## src/rtl/sob_pkg.sv

```systemverilog
package sob_pkg;

    typedef enum logic {
        CLS_STRICT  = 1'b0,
        CLS_RELAXED = 1'b1
    } store_cls_e;

    typedef enum logic {
        FEN_IDLE = 1'b0,
        FEN_WAIT = 1'b1
    } fence_st_e;

endpackage

```

## src/rtl/sob_valid_track.sv

```systemverilog
module sob_valid_track #(
    parameter int DEPTH = 8,
    localparam int IDX_W = $clog2(DEPTH)
) (
    input  logic             clk,
    input  logic             rst_n,
    input  logic             set_en,
    input  logic [IDX_W-1:0] set_idx,
    input  logic             clr_en,
    input  logic [IDX_W-1:0] clr_idx,
    output logic [DEPTH-1:0] valid_o,
    output logic             empty_o
);

    logic [DEPTH-1:0] live_d, live_q;

    always_comb begin
        live_d = live_q;
        if (clr_en) begin
            live_d[clr_idx] = 1'b0;
        end
        if (set_en) begin
            live_d[set_idx] = 1'b1;
        end
    end

    always_ff @(posedge clk or negedge rst_n) begin
        if (!rst_n) begin
            live_q <= '0;
        end else begin
            live_q <= live_d;
        end
    end

    assign valid_o = live_q;
    assign empty_o = ~|live_q;


    no_overwrite_chk: assert property (@(posedge clk) disable iff (!rst_n)
        set_en |-> !live_q[set_idx]);


    ack_outstanding_chk: assert property (@(posedge clk) disable iff (!rst_n)
        clr_en |-> live_q[clr_idx]);

endmodule

```

## src/rtl/sob_ring.sv

```systemverilog
module sob_ring #(
    parameter int DEPTH = 8,
    localparam int IDX_W = $clog2(DEPTH),
    localparam int PW = IDX_W + 1
) (
    input  logic             clk,
    input  logic             rst_n,
    input  logic             push_i,
    input  logic [DEPTH-1:0] valid_i,
    output logic [PW-1:0]    head_o,
    output logic [PW-1:0]    tail_o,
    output logic             full_o
);

    typedef struct packed {
        logic [PW-1:0] head;
        logic [PW-1:0] tail;
    } ring_t;

    ring_t ring_d, ring_q;
    logic [PW-1:0] occ;

    always_comb begin
        logic          stop;
        logic [PW-1:0] skip;
        logic [PW-1:0] pos;
        stop   = 1'b0;
        skip   = '0;
        pos    = '0;
        occ    = ring_q.tail - ring_q.head;
        ring_d = ring_q;
        for (int i = 0; i < DEPTH; i++) begin
            pos = ring_q.head + PW'(i);
            if (!stop && (PW'(i) < occ) && !valid_i[pos[IDX_W-1:0]]) begin
                skip = skip + 1'b1;
            end else begin
                stop = 1'b1;
            end
        end
        ring_d.head = ring_q.head + skip;
        ring_d.tail = ring_q.tail + PW'(push_i);
    end

    always_ff @(posedge clk or negedge rst_n) begin
        if (!rst_n) begin
            ring_q <= '0;
        end else begin
            ring_q <= ring_d;
        end
    end

    assign head_o = ring_q.head;
    assign tail_o = ring_q.tail;
    assign full_o = (occ == PW'(DEPTH));

endmodule

```

## src/rtl/sob_issue.sv

```systemverilog
module sob_issue #(
    parameter int DEPTH = 8,
    localparam int IDX_W = $clog2(DEPTH),
    localparam int PW = IDX_W + 1
) (
    input  logic             clk,
    input  logic             rst_n,
    input  logic [PW-1:0]    head_i,
    input  logic [PW-1:0]    tail_i,
    input  logic [DEPTH-1:0] valid_i,
    input  logic             cand_relaxed_i,
    input  logic             req_ready_i,
    output logic             req_valid_o,
    output logic [PW-1:0]    iss_ptr_o
);

    import sob_pkg::*;

    logic [PW-1:0] iss_d, iss_q;
    logic          older_busy;
    logic          has_cand;

    always_comb begin
        logic [PW-1:0] span;
        logic [PW-1:0] pos;
        span       = iss_q - head_i;
        pos        = '0;
        older_busy = 1'b0;
        for (int i = 0; i < DEPTH; i++) begin
            pos = head_i + PW'(i);
            if ((PW'(i) < span) && valid_i[pos[IDX_W-1:0]]) begin
                older_busy = 1'b1;
            end
        end
        has_cand    = (iss_q != tail_i);
        req_valid_o = has_cand &&
                      ((store_cls_e'(cand_relaxed_i) == CLS_RELAXED) || !older_busy);
        iss_d       = iss_q + PW'(req_valid_o && req_ready_i);
    end

    always_ff @(posedge clk or negedge rst_n) begin
        if (!rst_n) begin
            iss_q <= '0;
        end else begin
            iss_q <= iss_d;
        end
    end

    assign iss_ptr_o = iss_q;


    req_hold_chk: assert property (@(posedge clk) disable iff (!rst_n)
        (req_valid_o && !req_ready_i) |=> (req_valid_o && $stable(iss_q)));

endmodule

```

## src/rtl/sob_fence.sv

```systemverilog
module sob_fence (
    input  logic clk,
    input  logic rst_n,
    input  logic fence_req_i,
    input  logic empty_i,
    output logic block_o,
    output logic done_o
);

    import sob_pkg::*;

    typedef struct packed {
        fence_st_e st;
        logic      done;
    } fen_t;

    fen_t fen_d, fen_q;

    always_comb begin
        fen_d      = fen_q;
        fen_d.done = 1'b0;
        case (fen_q.st)
            FEN_IDLE: begin
                if (fence_req_i) begin
                    fen_d.st = FEN_WAIT;
                end
            end
            FEN_WAIT: begin
                if (empty_i) begin
                    fen_d.st   = FEN_IDLE;
                    fen_d.done = 1'b1;
                end
            end
            default: fen_d.st = FEN_IDLE;
        endcase
    end

    always_ff @(posedge clk or negedge rst_n) begin
        if (!rst_n) begin
            fen_q <= '{st: FEN_IDLE, done: 1'b0};
        end else begin
            fen_q <= fen_d;
        end
    end

    assign block_o = (fen_q.st == FEN_WAIT);
    assign done_o  = fen_q.done;


    done_pulse_chk: assert property (@(posedge clk) disable iff (!rst_n)
        done_o |=> !done_o);


    done_empty_chk: assert property (@(posedge clk) disable iff (!rst_n)
        done_o |-> empty_i);

endmodule

```

## src/rtl/store_order_buf.sv

```systemverilog
module store_order_buf #(
    parameter int DEPTH  = 8,
    parameter int ADDR_W = 32,
    parameter int DATA_W = 64,
    localparam int IDX_W = $clog2(DEPTH),
    localparam int PW    = IDX_W + 1
) (
    input  logic              clk,
    input  logic              rst_n,
    input  logic              enq_valid,
    output logic              enq_ready,
    input  logic              enq_relaxed,
    input  logic [ADDR_W-1:0] enq_addr,
    input  logic [DATA_W-1:0] enq_data,
    output logic              mem_req_valid,
    input  logic              mem_req_ready,
    output logic [IDX_W-1:0]  mem_req_tag,
    output logic [ADDR_W-1:0] mem_req_addr,
    output logic [DATA_W-1:0] mem_req_data,
    input  logic              mem_ack_valid,
    input  logic [IDX_W-1:0]  mem_ack_tag,
    input  logic              fence_req,
    output logic              fence_done
);

    logic [ADDR_W-1:0] addr_d [DEPTH];
    logic [ADDR_W-1:0] addr_q [DEPTH];
    logic [DATA_W-1:0] data_d [DEPTH];
    logic [DATA_W-1:0] data_q [DEPTH];
    logic [DEPTH-1:0]  rel_d, rel_q;

    logic [DEPTH-1:0] valid_vec;
    logic             buf_empty;
    logic [PW-1:0]    head_ptr, tail_ptr, iss_ptr;
    logic             buf_full;
    logic             fence_block;
    logic             push;
    logic [IDX_W-1:0] tail_idx, iss_idx;

    assign tail_idx  = tail_ptr[IDX_W-1:0];
    assign iss_idx   = iss_ptr[IDX_W-1:0];
    assign enq_ready = !buf_full && !fence_block;
    assign push      = enq_valid && enq_ready;

    always_comb begin
        addr_d = addr_q;
        data_d = data_q;
        rel_d  = rel_q;
        if (push) begin
            addr_d[tail_idx] = enq_addr;
            data_d[tail_idx] = enq_data;
            rel_d[tail_idx]  = enq_relaxed;
        end
    end

    always_ff @(posedge clk or negedge rst_n) begin
        if (!rst_n) begin
            addr_q <= '{default: '0};
            data_q <= '{default: '0};
            rel_q  <= '0;
        end else begin
            addr_q <= addr_d;
            data_q <= data_d;
            rel_q  <= rel_d;
        end
    end

    sob_valid_track #(.DEPTH(DEPTH)) u_valid (
        .clk     (clk),
        .rst_n   (rst_n),
        .set_en  (push),
        .set_idx (tail_idx),
        .clr_en  (mem_ack_valid),
        .clr_idx (mem_ack_tag),
        .valid_o (valid_vec),
        .empty_o (buf_empty)
    );

    sob_ring #(.DEPTH(DEPTH)) u_ring (
        .clk     (clk),
        .rst_n   (rst_n),
        .push_i  (push),
        .valid_i (valid_vec),
        .head_o  (head_ptr),
        .tail_o  (tail_ptr),
        .full_o  (buf_full)
    );

    sob_issue #(.DEPTH(DEPTH)) u_issue (
        .clk            (clk),
        .rst_n          (rst_n),
        .head_i         (head_ptr),
        .tail_i         (tail_ptr),
        .valid_i        (valid_vec),
        .cand_relaxed_i (rel_q[iss_idx]),
        .req_ready_i    (mem_req_ready),
        .req_valid_o    (mem_req_valid),
        .iss_ptr_o      (iss_ptr)
    );

    sob_fence u_fence (
        .clk         (clk),
        .rst_n       (rst_n),
        .fence_req_i (fence_req),
        .empty_i     (buf_empty),
        .block_o     (fence_block),
        .done_o      (fence_done)
    );

    assign mem_req_tag  = iss_idx;
    assign mem_req_addr = addr_q[iss_idx];
    assign mem_req_data = data_q[iss_idx];


    iss_window_chk: assert property (@(posedge clk) disable iff (!rst_n)
        (PW'(iss_ptr - head_ptr) <= PW'(tail_ptr - head_ptr)));


    full_no_push_chk: assert property (@(posedge clk) disable iff (!rst_n)
        (&valid_vec) |-> !push);

endmodule

```

## config.mk

```make
export PLATFORM = sky130hd
export DESIGN_NAME = store_order_buf
export DESIGN_NICKNAME = d
export VERILOG_FILES = /design/src/rtl/sob_pkg.sv /design/src/rtl/sob_valid_track.sv /design/src/rtl/sob_ring.sv /design/src/rtl/sob_issue.sv /design/src/rtl/sob_fence.sv /design/src/rtl/store_order_buf.sv
export SDC_FILE = /design/constraint.sdc
export NUM_CORES = 1
export LEC_CHECK = 0
export BUFFER_PORTS_ARGS = -buffer_cell sky130_fd_sc_hd__buf_2
export CAP_MARGIN = 20
export CORE_MARGIN = 3
export CORE_UTILIZATION = 40
export CTS_CLUSTER_DIAMETER = 80
export DETAILED_ROUTE_END_ITERATION = 8
export PLACE_DENSITY = 0.65
export SYNTH_ARGS = -nofsm -noshare
export SYNTH_HDL_FRONTEND = slang
export SYNTH_SLANG_ARGS = --single-unit
```

## constraint.sdc

```tcl
create_clock -name clk -period 8.1 [get_ports clk]
set_input_delay 0.81 -clock clk [delete_from_list [all_inputs] [get_ports clk]]
set_output_delay 0.81 -clock clk [all_outputs]
set_load 0.02 [all_outputs]
```

After elaboration in Yosys (flattened, before gate mapping)
Index checks and enable logic that the tools add are counted.
{ "op_classes": {"magnitude_cmp": 32, "bitwise": 6, "add_sub_neg": 19, "eq_ne": 2, "mux": 64, "reduce_logical": 49} }
{ "op_table": {"columns": ["cell", "count"], "rows": [
  ["bitwise mux 512 bit", 1],
  ["bitwise mux 256 bit", 1],
  ["binary-select mux 64 bit (select 3 bit)", 1],
  ["demux 64 bit (select 3 bit)", 1],
  ["2-to-1 mux 64 bit", 3],
  ["binary-select mux 32 bit (select 3 bit)", 1],
  ["demux 32 bit (select 3 bit)", 1],
  ["2-to-1 mux 32 bit", 3],
  ["less-than comparator 3 x 4 -> 1 bit (second input constant)", 11],
  ["less-than comparator 3 x 4 -> 1 bit (first input constant)", 8],
  ["logical AND 1 bit", 30],
  ["2-to-1 mux 1 bit", 29],
  ["adder 4 x 1 -> 4 bit (second input constant)", 7],
  ["2-to-1 mux 4 bit", 7],
  ["binary-select mux 1 bit (select 3 bit)", 9],
  ["zero test 1 bit", 17],
  ["less-than comparator 1 x 4 -> 1 bit (first input constant)", 4],
  ["less-than comparator 2 x 4 -> 1 bit (first input constant)", 4],
  ["2-to-1 mux 8 bit", 2],
  ["adder 3 bit (second input constant)", 4],
  ["adder 4 x 1 -> 4 bit", 2],
  ["bitwise AND 8 bit", 1],
  ["bitwise mux 8 bit", 1],
  [">= comparator 4 bit (second input constant)", 2],
  ["17 further kinds", 22]
]} }
{ "totals": {"reg_bits": 798, "inputBits": 106, "wordCells": 195, "output_inout_bits": 102} }

Longest topological paths before layout
Gate-level depths: netlist of run 1.
{ "depth": {"depth_word": 32, "depth_mapped": 30, "ltp_nobuf": 28} }

By module
A second synthesis of run 1 with hierarchy kept.
{ "unflattened": {"cells_unflattened": 2306, "area_unflattened_um2": 37706.2} }
{ "by_module_without_submodules": {"columns": ["mod", "instances", "area_each_um2", "cells_each", "seq_area_each_um2"], "rows": [
  ["store_order_buf", 1, 34544.4, 1995, 19418.6],
  ["sob_ring", 1, 1767.9, 182, 200.2],
  ["sob_issue", 1, 922.1, 91, 100.1],
  ["sob_valid_track", 1, 400.4, 33, 200.2],
  ["sob_fence", 1, 71.3, 5, 50.0]
]} }

Worst setup path before layout of run 1
OpenSTA, ideal clock, no wires.
{ "synth_timing": {"path_type": "reg2reg", "from": "reg u_ring.ring_q (netlist bit u_ring.head_o[1])", "to": "reg u_ring.ring_q (netlist bit u_ring.head_o[3])", "slack_ns": 2.649, "t_required_ns": 7.975, "n_path_buf": 1, "setup_time_ns": 0.125, "period_less_slack_ns": 5.451, "path_stages_with_launch": 29, "arrival_ns": 5.325, "cell_sequence": "dfrtp_1 -> inv_1 -> ha_1 -> mux4_1 -> mux2i_1 -> nand2_1 -> inv_1 -> nand2_1 -> o21ai_0 -> o21a_1 -> ha_1 -> and2_0 -> clkbuf_2 -> a21boi_0 -> or2_2 -> ha_1 -> nand3_1 -> o211ai_1 -> ha_1 -> nand3b_1 -> nand2_1 -> xnor2_1 -> ha_1 -> mux2_2 -> ha_1 -> a21o_1 -> a21oi_1 -> xnor2_1 -> xnor2_1"} }
{ "synth_rtl": {"columns": ["item", "line_no", "rtl"], "rows": [
  ["start: declaration", "sob_ring.sv:20", "ring_t ring_d, ring_q;"],
  ["start signal: assignment", "sob_ring.sv:48", "ring_q <= ring_d;"]
]} }

==> impl_metrics.xml, run 1 <==
<?xml version="1.0" encoding="UTF-8"?>
<metrics>
  <group name="setup_path">
    <metric name="path_class" unit="">flop to flop</metric>
    <metric name="crit_slowest_cell" unit="">sky130_fd_sc_hd__dfrtp_1</metric>
    <metric name="timing.critical_path.depth" unit="">25</metric>
    <metric name="critPathLaunchType" unit="">flop</metric>
    <metric name="cpPeakStageDelay" unit="ns">0.65</metric>
    <metric name="cp_data_required_time" unit="ns">8.64</metric>
    <metric name="cp_top_family" unit="">adder cells</metric>
    <metric name="number_of_cell_instances_on_the_worst_register_to_register_path" unit="">25</metric>
    <metric name="timing.critical_path.fanout_max" unit="">11</metric>
    <metric name="endpoint_kind" unit="">flop</metric>
    <metric name="cell_with_the_most_instances_on_the_worst_path" unit="">sky130_fd_sc_hd__ha_1</metric>
    <metric name="cp.arrival" unit="ns">6.93</metric>
    <metric name="cp.buffers_inverters" unit="">1</metric>
  </group>
  <group name="run">
    <metric name="drv.max_cap_violation_count" unit="">0</metric>
  </group>
  <group name="clock_tree">
    <metric name="cts.hold.buffers_added" unit="">0</metric>
    <metric name="cts.sinks" unit="">798</metric>
    <metric name="path_clk_slew" unit="ns">0.05</metric>
    <metric name="insertion_delay" unit="ns">0.64</metric>
    <metric name="ctsLongestPathBuffers" unit="">3</metric>
    <metric name="cts_tree" unit="">built</metric>
    <metric name="clock_tree.root_cell" unit="">sky130_fd_sc_hd__clkbuf_16</metric>
    <metric name="cts_inserted_buffers" unit="">88</metric>
    <metric name="post-cts-setup-buffer-count" unit="">0</metric>
    <metric name="cts.htree.levels" unit="">3</metric>
    <metric name="ctsResizeCount" unit="">0</metric>
  </group>
  <group name="die">
    <metric name="die_h" unit="µm">308.4</metric>
    <metric name="std_cell_rows" unit="">110</metric>
    <metric name="die_ar" unit="µm²">95120</metric>
    <metric name="ios" unit="">208</metric>
    <metric name="core" unit="µm²">90290</metric>
    <metric name="start_util" unit="">0.4052</metric>
    <metric name="die_width" unit="µm">308.4</metric>
  </group>
  <group name="sta">
    <metric name="maxClockFrequency" unit="MHz">156.4</metric>
    <metric name="post-route-worst-setup-slack" unit="ns">1.708</metric>
    <metric name="maxSlewHeadroom" unit="">0.2339</metric>
    <metric name="setup_viol_count_final" unit="">0</metric>
    <metric name="finClkSkew" unit="ns">0.02287</metric>
    <metric name="finalSetupTns" unit="ns">0</metric>
    <metric name="rsz0062_at_grt" unit="">no</metric>
    <metric name="tightest_slew" unit="ns">1.149</metric>
    <metric name="period_share" unit="">0.7891</metric>
    <metric name="drv_slew" unit="">0</metric>
    <metric name="hold_viol" unit="">0</metric>
    <metric name="finalWorstPathRequiredPeriod" unit="ns">6.392</metric>
  </group>
  <group name="synthesis">
    <metric name="postSynthRegisterBits" unit="">798</metric>
    <metric name="synth.avg_cell_area" unit="µm²">16.32</metric>
    <metric name="count_of_unique_library_cells_instantiated_by_yosys" unit="">60</metric>
    <metric name="seq_area_frac_synth" unit="">0.5459</metric>
    <metric name="postSynthNetCount" unit="">2372</metric>
    <metric name="synthArstFlopShare" unit="">1.000</metric>
    <metric name="synth_enable_flop_cells" unit="">0</metric>
    <metric name="ys_dominant_reg_cell" unit="">sky130_fd_sc_hd__dfrtp_1</metric>
    <metric name="yosysWarnings" unit="">0</metric>
    <metric name="syn-instance-count" unit="">2242</metric>
    <metric name="synth.cell_area" unit="µm²">36580</metric>
  </group>
  <group name="cells_and_area">
    <metric name="num-fill-cells" unit="">7783</metric>
    <metric name="fin_area" unit="µm²">41820</metric>
    <metric name="area_growth" unit="%">14.32</metric>
    <metric name="final_layout_size_suffix_gt1_frac" unit="">0.5893</metric>
    <metric name="nets" unit="">2552</metric>
    <metric name="postLayoutCoreUtil" unit="">0.4632</metric>
  </group>
  <group name="global_routing">
    <metric name="first_global_vias" unit="">22910</metric>
    <metric name="grt_start_max_net_pins" unit="">191</metric>
    <metric name="grt_pass1_wl" unit="mm">135.4</metric>
    <metric name="globalRouteOverflowTotal" unit="">0</metric>
    <metric name="antenna_found_initial" unit="">16</metric>
    <metric name="groute.usage.overall" unit="">0.1833</metric>
  </group>
  <group name="drt">
    <metric name="route.final.wire_length" unit="mm">85.94</metric>
    <metric name="vias" unit="">20280</metric>
    <metric name="remaining_drc_errors" unit="">0</metric>
    <metric name="route.detailed.vias_per_inst" unit="">5.524</metric>
    <metric name="drt-initial-drc-count" unit="">1158</metric>
    <metric name="drt_pre_antenna_iters" unit="">5</metric>
    <metric name="final_antenna_net_count" unit="">0</metric>
    <metric name="route.detailed.wl_per_inst" unit="µm">23.40</metric>
  </group>
  <group name="power">
    <metric name="power_per_cell_area" unit="nW/µm²">461.8</metric>
    <metric name="irDropWorstVdd" unit="mV">0.2931</metric>
    <metric name="leakage" unit="nW">19.08</metric>
  </group>
  <group name="place">
    <metric name="hpwl" unit="mm">48.55</metric>
    <metric name="placement.setup.worst_slack" unit="ns">1.823</metric>
    <metric name="last_weighted_congestion_value_of_the_routability_driven_placer" unit="">0.8015</metric>
    <metric name="placed_area" unit="µm²">38850</metric>
    <metric name="buffer_ports.inserted" unit="">207</metric>
  </group>
  <group name="status">
    <metric name="status" unit="">complete, no violations</metric>
  </group>
  <group name="worst_hold_path">
    <metric name="hold_class" unit="">primary input to asynchronous set/reset pin</metric>
  </group>
</metrics>
==> cell usage in the layout, fill, tap and decap left out, drive strengths merged, types with 3 or more instances in the layout <==
master  count
mux2      876
dfrtp     798
buf       237
mux4      201
clkbuf    126
inv        30
nand2      26
ha         21
o21ai      20
xnor2      16
mux2i      12
nor2       12
diode      10
a21oi      10
xor2       10
clkinv      9
nand2b      8
bufinv      7
nand3       7
nand3b      5
nand4       5
nor3        4
and2        4
o21a        3
fa          3
and3        3
==> routing by layer <==
layer,part of all wire,global-route usage
met4,0.023,0.05242
met1,0.42,0.2352
met3,0.044,0.03708
met2,0.51,0.3159
met5,0.00061,0
==> metrics by stage <==
step,total power (W),cells,hold slack [ns]
floorplan,0.01302,2242,0.4741
global placement,0.01492,3508,0.4814
detailed placement,0.01540,3508,0.4888
CTS,0.01956,3662,0.3118
global route,0.02057,3667,0.3416
finish,0.01931,3672,0.2914
==> synth_stat cells, types with 2 or more instances <==
cell type,number,area [µm²]
sky130_fd_sc_hd__mux2_2,876,9864
sky130_fd_sc_hd__dfrtp_1,798,19970
sky130_fd_sc_hd__mux4_2,197,4437
sky130_fd_sc_hd__clkbuf_1,62,232.7
sky130_fd_sc_hd__buf_2,46,230.2
sky130_fd_sc_hd__buf_1,33,123.9
sky130_fd_sc_hd__nand2_1,26,97.59
sky130_fd_sc_hd__ha_1,21,262.8
sky130_fd_sc_hd__inv_1,19,71.32
sky130_fd_sc_hd__o21ai_0,19,95.09
sky130_fd_sc_hd__xnor2_1,16,140.1
sky130_fd_sc_hd__nor2_1,12,45.04
sky130_fd_sc_hd__mux2i_1,11,110.1
sky130_fd_sc_hd__a21oi_1,10,50.05
sky130_fd_sc_hd__xor2_1,9,78.83
sky130_fd_sc_hd__nand2b_1,8,50.05
sky130_fd_sc_hd__nand3_1,7,35.03
sky130_fd_sc_hd__nand3b_1,5,37.54
sky130_fd_sc_hd__nand4_1,5,31.28
sky130_fd_sc_hd__buf_4,4,30.03
sky130_fd_sc_hd__mux4_1,4,105.1
sky130_fd_sc_hd__fa_1,3,60.06
sky130_fd_sc_hd__nor3_1,3,15.01
sky130_fd_sc_hd__o21a_1,3,22.52
sky130_fd_sc_hd__a21o_1,2,15.01
sky130_fd_sc_hd__and2_1,2,12.51
sky130_fd_sc_hd__and3_1,2,12.51
sky130_fd_sc_hd__nor2b_1,2,12.51
sky130_fd_sc_hd__nor3b_1,2,15.01
sky130_fd_sc_hd__o211ai_1,2,15.01
sky130_fd_sc_hd__o221ai_1,2,17.52
sky130_fd_sc_hd__o31ai_1,2,15.01
sky130_fd_sc_hd__or2_2,2,12.51
==> flip-flops by register name, summed over array words and instances, names as in the netlist <==
signal	count
u_fence.done_o	1
u_ring.head_o	4
u_fence.block_o	1
u_valid.valid_o	8
u_issue.iss_ptr_o	4
data_q	512
rel_q	8
addr_q	256
u_ring.tail_o	4
==> path summary, 6_finish.rpt <==
| kind | start | end | slack (ns) |
|---|---|---|---|
| hold / removal | rst_n | u_fence.done_o | 0.29 |
| hold reg to reg | data_q[283] | data_q[283] | 0.50 |
| setup reg to reg | u_ring.head_o[2] | u_ring.head_o[3] | 1.71 |
| min in group clk | fence_req | u_fence.block_o | 0.43 |
| max in group asynchronous | rst_n | addr_q[240] | 5.76 |
| setup / recovery | u_ring.head_o[2] | u_ring.head_o[3] | 1.71 |
==> worst register-to-register path, stage by stage (launching register included) <==
cell and delay [ns]:
sky130_fd_sc_hd__dfrtp_1 0.65, sky130_fd_sc_hd__inv_1 0.23, sky130_fd_sc_hd__ha_1 0.44, sky130_fd_sc_hd__and3b_1 0.22
sky130_fd_sc_hd__o21ai_0 0.33, sky130_fd_sc_hd__nand2_1 0.13, sky130_fd_sc_hd__nand2_1 0.11, sky130_fd_sc_hd__o21a_1 0.20
sky130_fd_sc_hd__ha_1 0.19, sky130_fd_sc_hd__and2_0 0.35, sky130_fd_sc_hd__a21boi_0 0.22, sky130_fd_sc_hd__or2_2 0.37
sky130_fd_sc_hd__ha_1 0.31, sky130_fd_sc_hd__nand3_1 0.08, sky130_fd_sc_hd__o211ai_1 0.13, sky130_fd_sc_hd__ha_1 0.31
sky130_fd_sc_hd__nand3b_1 0.16, sky130_fd_sc_hd__nand2_1 0.12, sky130_fd_sc_hd__xnor2_1 0.30, sky130_fd_sc_hd__ha_1 0.29
sky130_fd_sc_hd__mux2_2 0.27, sky130_fd_sc_hd__ha_1 0.27, sky130_fd_sc_hd__a21o_1 0.17, sky130_fd_sc_hd__a21oi_1 0.17
sky130_fd_sc_hd__xnor2_1 0.15, sky130_fd_sc_hd__xnor2_1 0.14
==> power breakdown <==
group | switching, W | leakage, nW | total [W] | internal [W]
Combinational | 0.00400 | 7.39 | 0.00848 | 0.00448
Sequential | 0.00105 | 10.2 | 0.00678 | 0.00574
Clock | 0.00162 | 1.45 | 0.00405 | 0.00243
==> cells by family (layout without fill, tap and decap cells) <==
| group | after synthesis | count (layout) | share of synthesized area |
|---|---|---|---|
| mux | 1089 | 1089 | 0.3974 |
| flops | 798 | 798 | 0.5459 |
| buf+inv | 167 | 411 | 0.01936 |
| simple gates | 84 | 84 | 0.01218 |
| compound gates | 54 | 54 | 0.009885 |
| xor+xnor | 26 | 26 | 0.006430 |
| fa+ha+maj | 24 | 24 | 0.008824 |
| other cells | 0 | 10 | 0 |
==> layout make-up <==
type	count	area, µm²	area share
flip-flops and latches	798	19980	0.4778
clock inverters	28	384.1	0.009185
clock buffers	126	2566	0.06136
inverters	20	75.07	0.001795
well taps	1176	1471	0.03518
repair buffers	237	1371	0.03279
diodes	10	25.02	0.0005984
multi-input cells	1277	15950	0.3813
Power figures use the tool's default switching activity.
==> run 2, diff against run 1 <==
Clock period 8.1 ns to 6.7 ns, I/O delays scaled along.
==> impl_metrics.xml, run 2 (synthesis gave the netlist of run 1 again) <==
<?xml version="1.0" encoding="UTF-8"?>
<metrics>
  <group name="cells_and_area">
    <metric name="nets" unit="">2552</metric>
    <metric name="final_layout_size_suffix_gt1_frac" unit="">0.5915</metric>
    <metric name="multi_input_comb_area" unit="µm²">15950</metric>
    <metric name="largestRegisters" unit="">data_q (512), addr_q (256)</metric>
    <metric name="regArea" unit="µm²">19980</metric>
    <metric name="most-common-layout-cells" unit="">sky130_fd_sc_hd__mux2_2, sky130_fd_sc_hd__dfrtp_1, sky130_fd_sc_hd__buf_2</metric>
    <metric name="num-fill-cells" unit="">7751</metric>
    <metric name="postLayoutCoreUtil" unit="">0.4659</metric>
    <metric name="area_growth" unit="%">14.99</metric>
    <metric name="largest_register_ffs" unit="">512</metric>
    <metric name="most_common_cell_after_layout_fill_and_taps_aside" unit="">sky130_fd_sc_hd__mux2_2</metric>
    <metric name="registers.top_by_ff_count" unit="">data_q</metric>
  </group>
  <group name="setup_path">
    <metric name="path_class" unit="">flop to flop</metric>
    <metric name="cpPeakStageDelay" unit="ns">0.51</metric>
    <metric name="endpoint_kind" unit="">flop</metric>
    <metric name="reg2reg_setup_slack" unit="ns">0.56</metric>
    <metric name="critPathLaunchType" unit="">flop</metric>
    <metric name="cp.arrival" unit="ns">6.69</metric>
    <metric name="cp_data_required_time" unit="ns">7.25</metric>
    <metric name="cell_with_the_most_instances_on_the_worst_path" unit="">sky130_fd_sc_hd__ha_1</metric>
    <metric name="crit_slowest_cell" unit="">sky130_fd_sc_hd__dfrtp_1</metric>
    <metric name="cp.buffers_inverters" unit="">2</metric>
    <metric name="timing.critical_path.fanout_max" unit="">7</metric>
    <metric name="cp_top_family" unit="">adder cells</metric>
  </group>
  <group name="drt">
    <metric name="final_antenna_net_count" unit="">0</metric>
    <metric name="drt_pre_antenna_iters" unit="">5</metric>
    <metric name="drt-initial-drc-count" unit="">983</metric>
    <metric name="remaining_drc_errors" unit="">0</metric>
    <metric name="route.detailed.wl_per_inst" unit="µm">23.18</metric>
    <metric name="vias" unit="">20310</metric>
    <metric name="route.final.wire_length" unit="mm">85.32</metric>
    <metric name="route.detailed.vias_per_inst" unit="">5.520</metric>
  </group>
  <group name="sta">
    <metric name="tightest_slew" unit="ns">1.269</metric>
    <metric name="finClkSkew" unit="ns">0.02044</metric>
    <metric name="post-route-worst-setup-slack" unit="ns">0.5568</metric>
    <metric name="finalWorstPathRequiredPeriod" unit="ns">6.143</metric>
    <metric name="drv_slew" unit="">0</metric>
    <metric name="maxClockFrequency" unit="MHz">162.8</metric>
    <metric name="rsz0062_at_grt" unit="">no</metric>
    <metric name="maxSlewHeadroom" unit="">0.1537</metric>
    <metric name="setup_viol_count_final" unit="">0</metric>
    <metric name="period_share" unit="">0.9169</metric>
    <metric name="finalSetupTns" unit="ns">0</metric>
    <metric name="hold_viol" unit="">0</metric>
  </group>
  <group name="die">
    <metric name="ios" unit="">208</metric>
    <metric name="start_util" unit="">0.4052</metric>
    <metric name="die_ar" unit="µm²">95120</metric>
    <metric name="std_cell_rows" unit="">110</metric>
    <metric name="die_width" unit="µm">308.4</metric>
    <metric name="core" unit="µm²">90290</metric>
    <metric name="die_h" unit="µm">308.4</metric>
  </group>
  <group name="clock_tree">
    <metric name="ctsResizeCount" unit="">0</metric>
    <metric name="ctsLongestPathBuffers" unit="">3</metric>
    <metric name="cts.sinks" unit="">798</metric>
    <metric name="clock_tree.root_cell" unit="">sky130_fd_sc_hd__clkbuf_16</metric>
    <metric name="post-cts-setup-buffer-count" unit="">0</metric>
    <metric name="cts_inserted_buffers" unit="">91</metric>
    <metric name="cts_tree" unit="">built</metric>
    <metric name="insertion_delay" unit="ns">0.63</metric>
    <metric name="cts.htree.levels" unit="">3</metric>
    <metric name="cts.hold.buffers_added" unit="">0</metric>
    <metric name="path_clk_slew" unit="ns">0.06</metric>
  </group>
  <group name="global_routing">
    <metric name="antenna_found_initial" unit="">12</metric>
    <metric name="globalRouteOverflowTotal" unit="">0</metric>
    <metric name="grt_pass1_wl" unit="mm">134.9</metric>
    <metric name="first_global_vias" unit="">22840</metric>
    <metric name="groute.usage.overall" unit="">0.1823</metric>
    <metric name="grt_start_max_net_pins" unit="">203</metric>
  </group>
  <group name="power">
    <metric name="fin_total_pwr" unit="W">0.02363</metric>
    <metric name="leakage" unit="nW">19.20</metric>
    <metric name="p_sw_frac" unit="">0.3428</metric>
    <metric name="combPwrFrac" unit="">0.434</metric>
    <metric name="irDropWorstVdd" unit="mV">0.3998</metric>
    <metric name="power_per_cell_area" unit="nW/µm²">561.9</metric>
    <metric name="sequentialPowerShare" unit="">0.346</metric>
    <metric name="switching_power" unit="W">0.008102</metric>
    <metric name="power_report.internal_total" unit="W">0.01553</metric>
    <metric name="clockPowerShare" unit="">0.219</metric>
  </group>
  <group name="status">
    <metric name="status" unit="">complete, no violations</metric>
  </group>
  <group name="place">
    <metric name="placement.setup.worst_slack" unit="ns">0.4774</metric>
    <metric name="hpwl" unit="mm">48.37</metric>
    <metric name="last_weighted_congestion_value_of_the_routability_driven_placer" unit="">0.7878</metric>
    <metric name="buffer_ports.inserted" unit="">207</metric>
  </group>
  <group name="worst_hold_path">
    <metric name="hold_class" unit="">primary input to asynchronous set/reset pin</metric>
  </group>
  <group name="run">
    <metric name="drv.max_cap_violation_count" unit="">0</metric>
  </group>
</metrics>
## run 2: changes by cell type in the layout (fill, tap and decap cells not counted), moves of 2 or more
| cell | delta |
|---|---|
| sky130_fd_sc_hd__inv_6 | -5 |
| sky130_fd_sc_hd__clkbuf_8 | +2 |
| sky130_fd_sc_hd__clkinvlp_4 | +2 |
| sky130_fd_sc_hd__diode_2 | -3 |
| sky130_fd_sc_hd__clkbuf_16 | +5 |
| sky130_fd_sc_hd__buf_12 | +3 |
| sky130_fd_sc_hd__clkinv_2 | +8 |
| sky130_fd_sc_hd__bufinv_16 | +2 |
| sky130_fd_sc_hd__buf_4 | -6 |
## run 2: area by class of cell
| type | count | share of cell area |
|---|---|---|
| Sequential cell | 798 | 0.4750 |
| Multi-Input combinational cell | 1277 | 0.3791 |
| Clock buffer | 133 | 0.06464 |
| Tap cell | 1176 | 0.03498 |
| Timing Repair Buffer | 234 | 0.03296 |
| Clock inverter | 35 | 0.01107 |
| Inverter | 20 | 0.001785 |
| Antenna cell | 7 | 0.0004164 |
## run 2: through the flow
stage | instance area (µm²) | cells | hold WS (ns)
floorplan | 36580 | 2242 | 0.3744
finish | 42060 | 3680 | 0.1145
global route | 42050 | 3676 | 0.1803
global placement | 38860 | 3505 | 0.4813
CTS | 42050 | 3673 | 0.1354
detailed placement | 38860 | 3505 | 0.4880
## run 2: worst paths after layout
check | to | startpoint | depth (start not counted)
min in group clk | u_fence.block_o | fence_req | 3
min reg2reg | data_q[43] | data_q[43] | 1
max in group asynchronous | data_q[142] | rst_n | 2
max | u_ring.head_o[3] | u_ring.head_o[1] | 26
min | data_q[124] | rst_n | 1
max reg2reg | u_ring.head_o[3] | u_ring.head_o[1] | 26
## run 2: worst reg2reg max path, stage by stage, from the launching register on
cell                       delay [ns]
sky130_fd_sc_hd__dfrtp_1         0.51
sky130_fd_sc_hd__inv_1           0.11
sky130_fd_sc_hd__buf_4           0.20
sky130_fd_sc_hd__ha_1            0.32
sky130_fd_sc_hd__and3b_1         0.19
sky130_fd_sc_hd__o21ai_0         0.35
sky130_fd_sc_hd__nand2_1         0.13
sky130_fd_sc_hd__nand2_1         0.11
sky130_fd_sc_hd__o21a_1          0.18
sky130_fd_sc_hd__ha_1            0.18
sky130_fd_sc_hd__and2_0          0.31
sky130_fd_sc_hd__a21boi_0        0.24
sky130_fd_sc_hd__or2_2           0.37
sky130_fd_sc_hd__ha_1            0.30
sky130_fd_sc_hd__nand3_1         0.08
sky130_fd_sc_hd__o211ai_1        0.12
sky130_fd_sc_hd__ha_1            0.33
sky130_fd_sc_hd__nand3b_1        0.17
sky130_fd_sc_hd__nand2_1         0.12
sky130_fd_sc_hd__xnor2_1         0.30
sky130_fd_sc_hd__ha_1            0.30
sky130_fd_sc_hd__mux2_2          0.26
sky130_fd_sc_hd__ha_1            0.27
sky130_fd_sc_hd__a21o_1          0.18
sky130_fd_sc_hd__a21oi_1         0.16
sky130_fd_sc_hd__xnor2_1         0.15
sky130_fd_sc_hd__xnor2_1         0.13
## run 2: layer usage
| layer | wire (µm) | vias to the layer above | part of all wire | global-route usage |
|---|---|---|---|---|
| met5 | 69 | - | 0.00081 | 0 |
| met4 | 1747 | 10 | 0.020 | 0.05242 |
| met3 | 3866 | 132 | 0.045 | 0.03825 |
| met2 | 42860 | 334 | 0.50 | 0.3107 |
| met1 | 36780 | 11030 | 0.43 | 0.2359 |
| li1 | - | 8802 | - | - |
## run 2: power groups by stage
stage / logic [W] / clock network (W) / registers, W
after floorplan: 0.00808 / 0 / 0.00766
after CTS: 0.0104 / 0.00534 / 0.00820
after global routing: 0.0112 / 0.00553 / 0.00846
final: 0.0103 / 0.00518 / 0.00819
after global placement: 0.00999 / 0 / 0.00805
after detailed placement: 0.0104 / 0 / 0.00828
==> run 3, diff against run 2 <==
Settings changed: CELL_PAD_IN_SITES_DETAIL_PLACEMENT set to 1, CELL_PAD_IN_SITES_GLOBAL_PLACEMENT set to 1, PLACE_DENSITY 0.65 to 0.73.
Clock period 6.7 ns to 6.8 ns, I/O delays scaled along.
==> impl_metrics.xml, run 3 (synthesis gave the netlist of run 1 again) <==
<?xml version="1.0" encoding="UTF-8"?>
<metrics>
  <group name="place">
    <metric name="dp_cells" unit="">3514</metric>
    <metric name="hpwl" unit="mm">52.60</metric>
    <metric name="last_weighted_congestion_value_of_the_routability_driven_placer" unit="">0.7925</metric>
    <metric name="buffer_ports.inserted" unit="">207</metric>
  </group>
  <group name="power">
    <metric name="irDropWorstVdd" unit="mV">0.3097</metric>
    <metric name="power_per_cell_area" unit="nW/µm²">554.7</metric>
    <metric name="fin_total_pwr" unit="W">0.02320</metric>
    <metric name="leakage" unit="nW">19.10</metric>
  </group>
  <group name="drt">
    <metric name="route.detailed.vias_per_inst" unit="">5.557</metric>
    <metric name="final_antenna_net_count" unit="">0</metric>
    <metric name="route.final.wire_length" unit="mm">90.58</metric>
    <metric name="drt-initial-drc-count" unit="">990</metric>
    <metric name="drt_pre_antenna_iters" unit="">5</metric>
    <metric name="vias" unit="">20480</metric>
    <metric name="route.detailed.wl_per_inst" unit="µm">24.58</metric>
    <metric name="remaining_drc_errors" unit="">0</metric>
  </group>
  <group name="sta">
    <metric name="finalWorstPathRequiredPeriod" unit="ns">6.136</metric>
    <metric name="rsz0062_at_grt" unit="">no</metric>
    <metric name="finClkSkew" unit="ns">0.03727</metric>
    <metric name="maxClockFrequency" unit="MHz">163.0</metric>
    <metric name="maxSlewHeadroom" unit="">0.2732</metric>
    <metric name="period_share" unit="">0.9024</metric>
    <metric name="drv_slew" unit="">0</metric>
    <metric name="hold_viol" unit="">0</metric>
    <metric name="tightest_slew" unit="ns">1.090</metric>
    <metric name="finalSetupTns" unit="ns">0</metric>
    <metric name="setup_viol_count_final" unit="">0</metric>
  </group>
  <group name="cells_and_area">
    <metric name="area_growth" unit="%">14.35</metric>
    <metric name="registers.top_by_ff_count" unit="">data_q</metric>
    <metric name="final_layout_size_suffix_gt1_frac" unit="">0.5893</metric>
    <metric name="largest_register_ffs" unit="">512</metric>
    <metric name="nets" unit="">2558</metric>
    <metric name="most-common-layout-cells" unit="">sky130_fd_sc_hd__mux2_2, sky130_fd_sc_hd__dfrtp_1, sky130_fd_sc_hd__buf_2</metric>
    <metric name="largestRegisters" unit="">data_q (512), addr_q (256)</metric>
    <metric name="final_cells" unit="">3685</metric>
    <metric name="most_common_cell_after_layout_fill_and_taps_aside" unit="">sky130_fd_sc_hd__mux2_2</metric>
  </group>
  <group name="clock_tree">
    <metric name="cts.hold.buffers_added" unit="">0</metric>
    <metric name="clock_tree.root_cell" unit="">sky130_fd_sc_hd__clkbuf_16</metric>
    <metric name="cts.sinks" unit="">798</metric>
    <metric name="cts_inserted_buffers" unit="">87</metric>
    <metric name="ctsResizeCount" unit="">0</metric>
    <metric name="cts_tree" unit="">built</metric>
    <metric name="path_clk_slew" unit="ns">0.06</metric>
    <metric name="post-cts-setup-buffer-count" unit="">0</metric>
    <metric name="insertion_delay" unit="ns">0.65</metric>
    <metric name="ctsLongestPathBuffers" unit="">3</metric>
    <metric name="cts.htree.levels" unit="">3</metric>
  </group>
  <group name="die">
    <metric name="core" unit="µm²">90290</metric>
    <metric name="start_util" unit="">0.4052</metric>
    <metric name="die_h" unit="µm">308.4</metric>
    <metric name="ios" unit="">208</metric>
    <metric name="die_width" unit="µm">308.4</metric>
    <metric name="std_cell_rows" unit="">110</metric>
    <metric name="die_ar" unit="µm²">95120</metric>
  </group>
  <group name="worst_hold_path">
    <metric name="hold_class" unit="">primary input to asynchronous set/reset pin</metric>
  </group>
  <group name="setup_path">
    <metric name="cp.buffers_inverters" unit="">2</metric>
    <metric name="cpPeakStageDelay" unit="ns">0.64</metric>
    <metric name="startpoint" unit="">u_ring.head_o[0]</metric>
    <metric name="critPathLaunchType" unit="">flop</metric>
    <metric name="path_class" unit="">flop to flop</metric>
    <metric name="endpoint_kind" unit="">flop</metric>
    <metric name="timing.critical_path.fanout_max" unit="">8</metric>
    <metric name="cp_top_family" unit="">adder cells</metric>
    <metric name="cp_data_required_time" unit="ns">7.35</metric>
    <metric name="cp.arrival" unit="ns">6.69</metric>
    <metric name="cell_with_the_most_instances_on_the_worst_path" unit="">sky130_fd_sc_hd__ha_1</metric>
    <metric name="crit_slowest_cell" unit="">sky130_fd_sc_hd__mux4_1</metric>
    <metric name="timing.rr.start" unit="">u_ring.head_o[0]</metric>
  </group>
  <group name="global_routing">
    <metric name="globalRouteOverflowTotal" unit="">0</metric>
    <metric name="groute.usage.overall" unit="">0.1928</metric>
    <metric name="first_global_vias" unit="">23870</metric>
    <metric name="antenna_found_initial" unit="">16</metric>
    <metric name="grt_pass1_wl" unit="mm">141.9</metric>
    <metric name="grt_start_max_net_pins" unit="">176</metric>
  </group>
  <group name="run">
    <metric name="drv.max_cap_violation_count" unit="">0</metric>
  </group>
  <group name="status">
    <metric name="status" unit="">complete, no violations</metric>
  </group>
</metrics>
[run 3: cell types whose count changed in the layout (fill, tap and decap cells not counted), moves of 4 or more]
cell	delta
sky130_fd_sc_hd__bufinv_16	-4
sky130_fd_sc_hd__clkbuf_1	+5
sky130_fd_sc_hd__buf_12	-5
sky130_fd_sc_hd__buf_4	+14
sky130_fd_sc_hd__diode_2	+4
sky130_fd_sc_hd__clkbuf_16	-4
[run 3: per-stage QoR]
stage | area, µm² | hold slack, ns | utilization | worst slack, ns
2_1_floorplan | 36580 | 0.3844 | - | 1.349
3_3_place_gp | 38870 | 0.4812 | 0.4305 | 0.8659
3_5_place_dp | 38870 | 0.4888 | 0.4305 | 0.6846
4_1_cts | 41780 | 0.05222 | 0.4627 | 0.6800
5_1_grt | 41820 | 0.06629 | 0.4632 | 0.2836
6_report | 41830 | 0.04021 | 0.4633 | 0.6638
[run 3: worst paths after layout]
kind                                    end  slack, ns  depth (start not counted)
hold / removal                  data_q[508]       0.04                          1
setup / recovery           u_ring.head_o[3]       0.66                         26
min in group clk            u_fence.block_o       0.26                          3
setup reg to reg           u_ring.head_o[3]       0.66                         26
max in group asynchronous        addr_q[74]       5.17                          2
hold reg to reg                 data_q[300]       0.50                          1
[run 3: final cells by class]
type	instances	area [µm²]
fill	8707	48460
clock inverter	26	286.5
multi-input combinational	1277	15950
antenna	11	27.53
clock buffer	133	2624
timing repair buffer	244	1419
sequential	798	19980
inverter	20	75.07
tap	1176	1471
[run 3: per-layer routing]
metal  routed length, µm  share of wire  up-vias  GRT usage
li1                    -              -     8802          -
met4                1899          0.021       10    0.05841
met1               38440           0.42    11240     0.2411
met2               46600           0.51      290     0.3384
met3                3580          0.040      138    0.03811
met5                  59        0.00065        -          0
[run 3: worst register-to-register path: stages (launching register included)]
cell	delay (ns)
sky130_fd_sc_hd__dfrtp_1	0.50
sky130_fd_sc_hd__buf_4	0.25
sky130_fd_sc_hd__mux4_1	0.64
sky130_fd_sc_hd__mux2i_1	0.21
sky130_fd_sc_hd__nand2_1	0.10
sky130_fd_sc_hd__inv_1	0.08
sky130_fd_sc_hd__nand2_1	0.05
sky130_fd_sc_hd__o21ai_0	0.11
sky130_fd_sc_hd__o21a_1	0.21
sky130_fd_sc_hd__ha_1	0.17
sky130_fd_sc_hd__and2_0	0.32
sky130_fd_sc_hd__a21boi_0	0.20
sky130_fd_sc_hd__or2_2	0.36
sky130_fd_sc_hd__ha_1	0.31
sky130_fd_sc_hd__nand3_1	0.09
sky130_fd_sc_hd__o211ai_1	0.13
sky130_fd_sc_hd__ha_1	0.31
sky130_fd_sc_hd__nand3b_1	0.16
sky130_fd_sc_hd__nand2_1	0.13
sky130_fd_sc_hd__xnor2_1	0.29
sky130_fd_sc_hd__ha_1	0.28
sky130_fd_sc_hd__mux2_2	0.26
sky130_fd_sc_hd__ha_1	0.27
sky130_fd_sc_hd__a21o_1	0.18
sky130_fd_sc_hd__a21oi_1	0.17
sky130_fd_sc_hd__xnor2_1	0.15
sky130_fd_sc_hd__xnor2_1	0.14
[run 3: where the power goes]
group | leakage [nW] | switching, W | internal [W]
clock | 1.44 | 0.00194 | 0.00285
combinational | 7.42 | 0.00498 | 0.00537
sequential | 10.2 | 0.00123 | 0.00684
total | 19.1 | 0.00815 | 0.0151
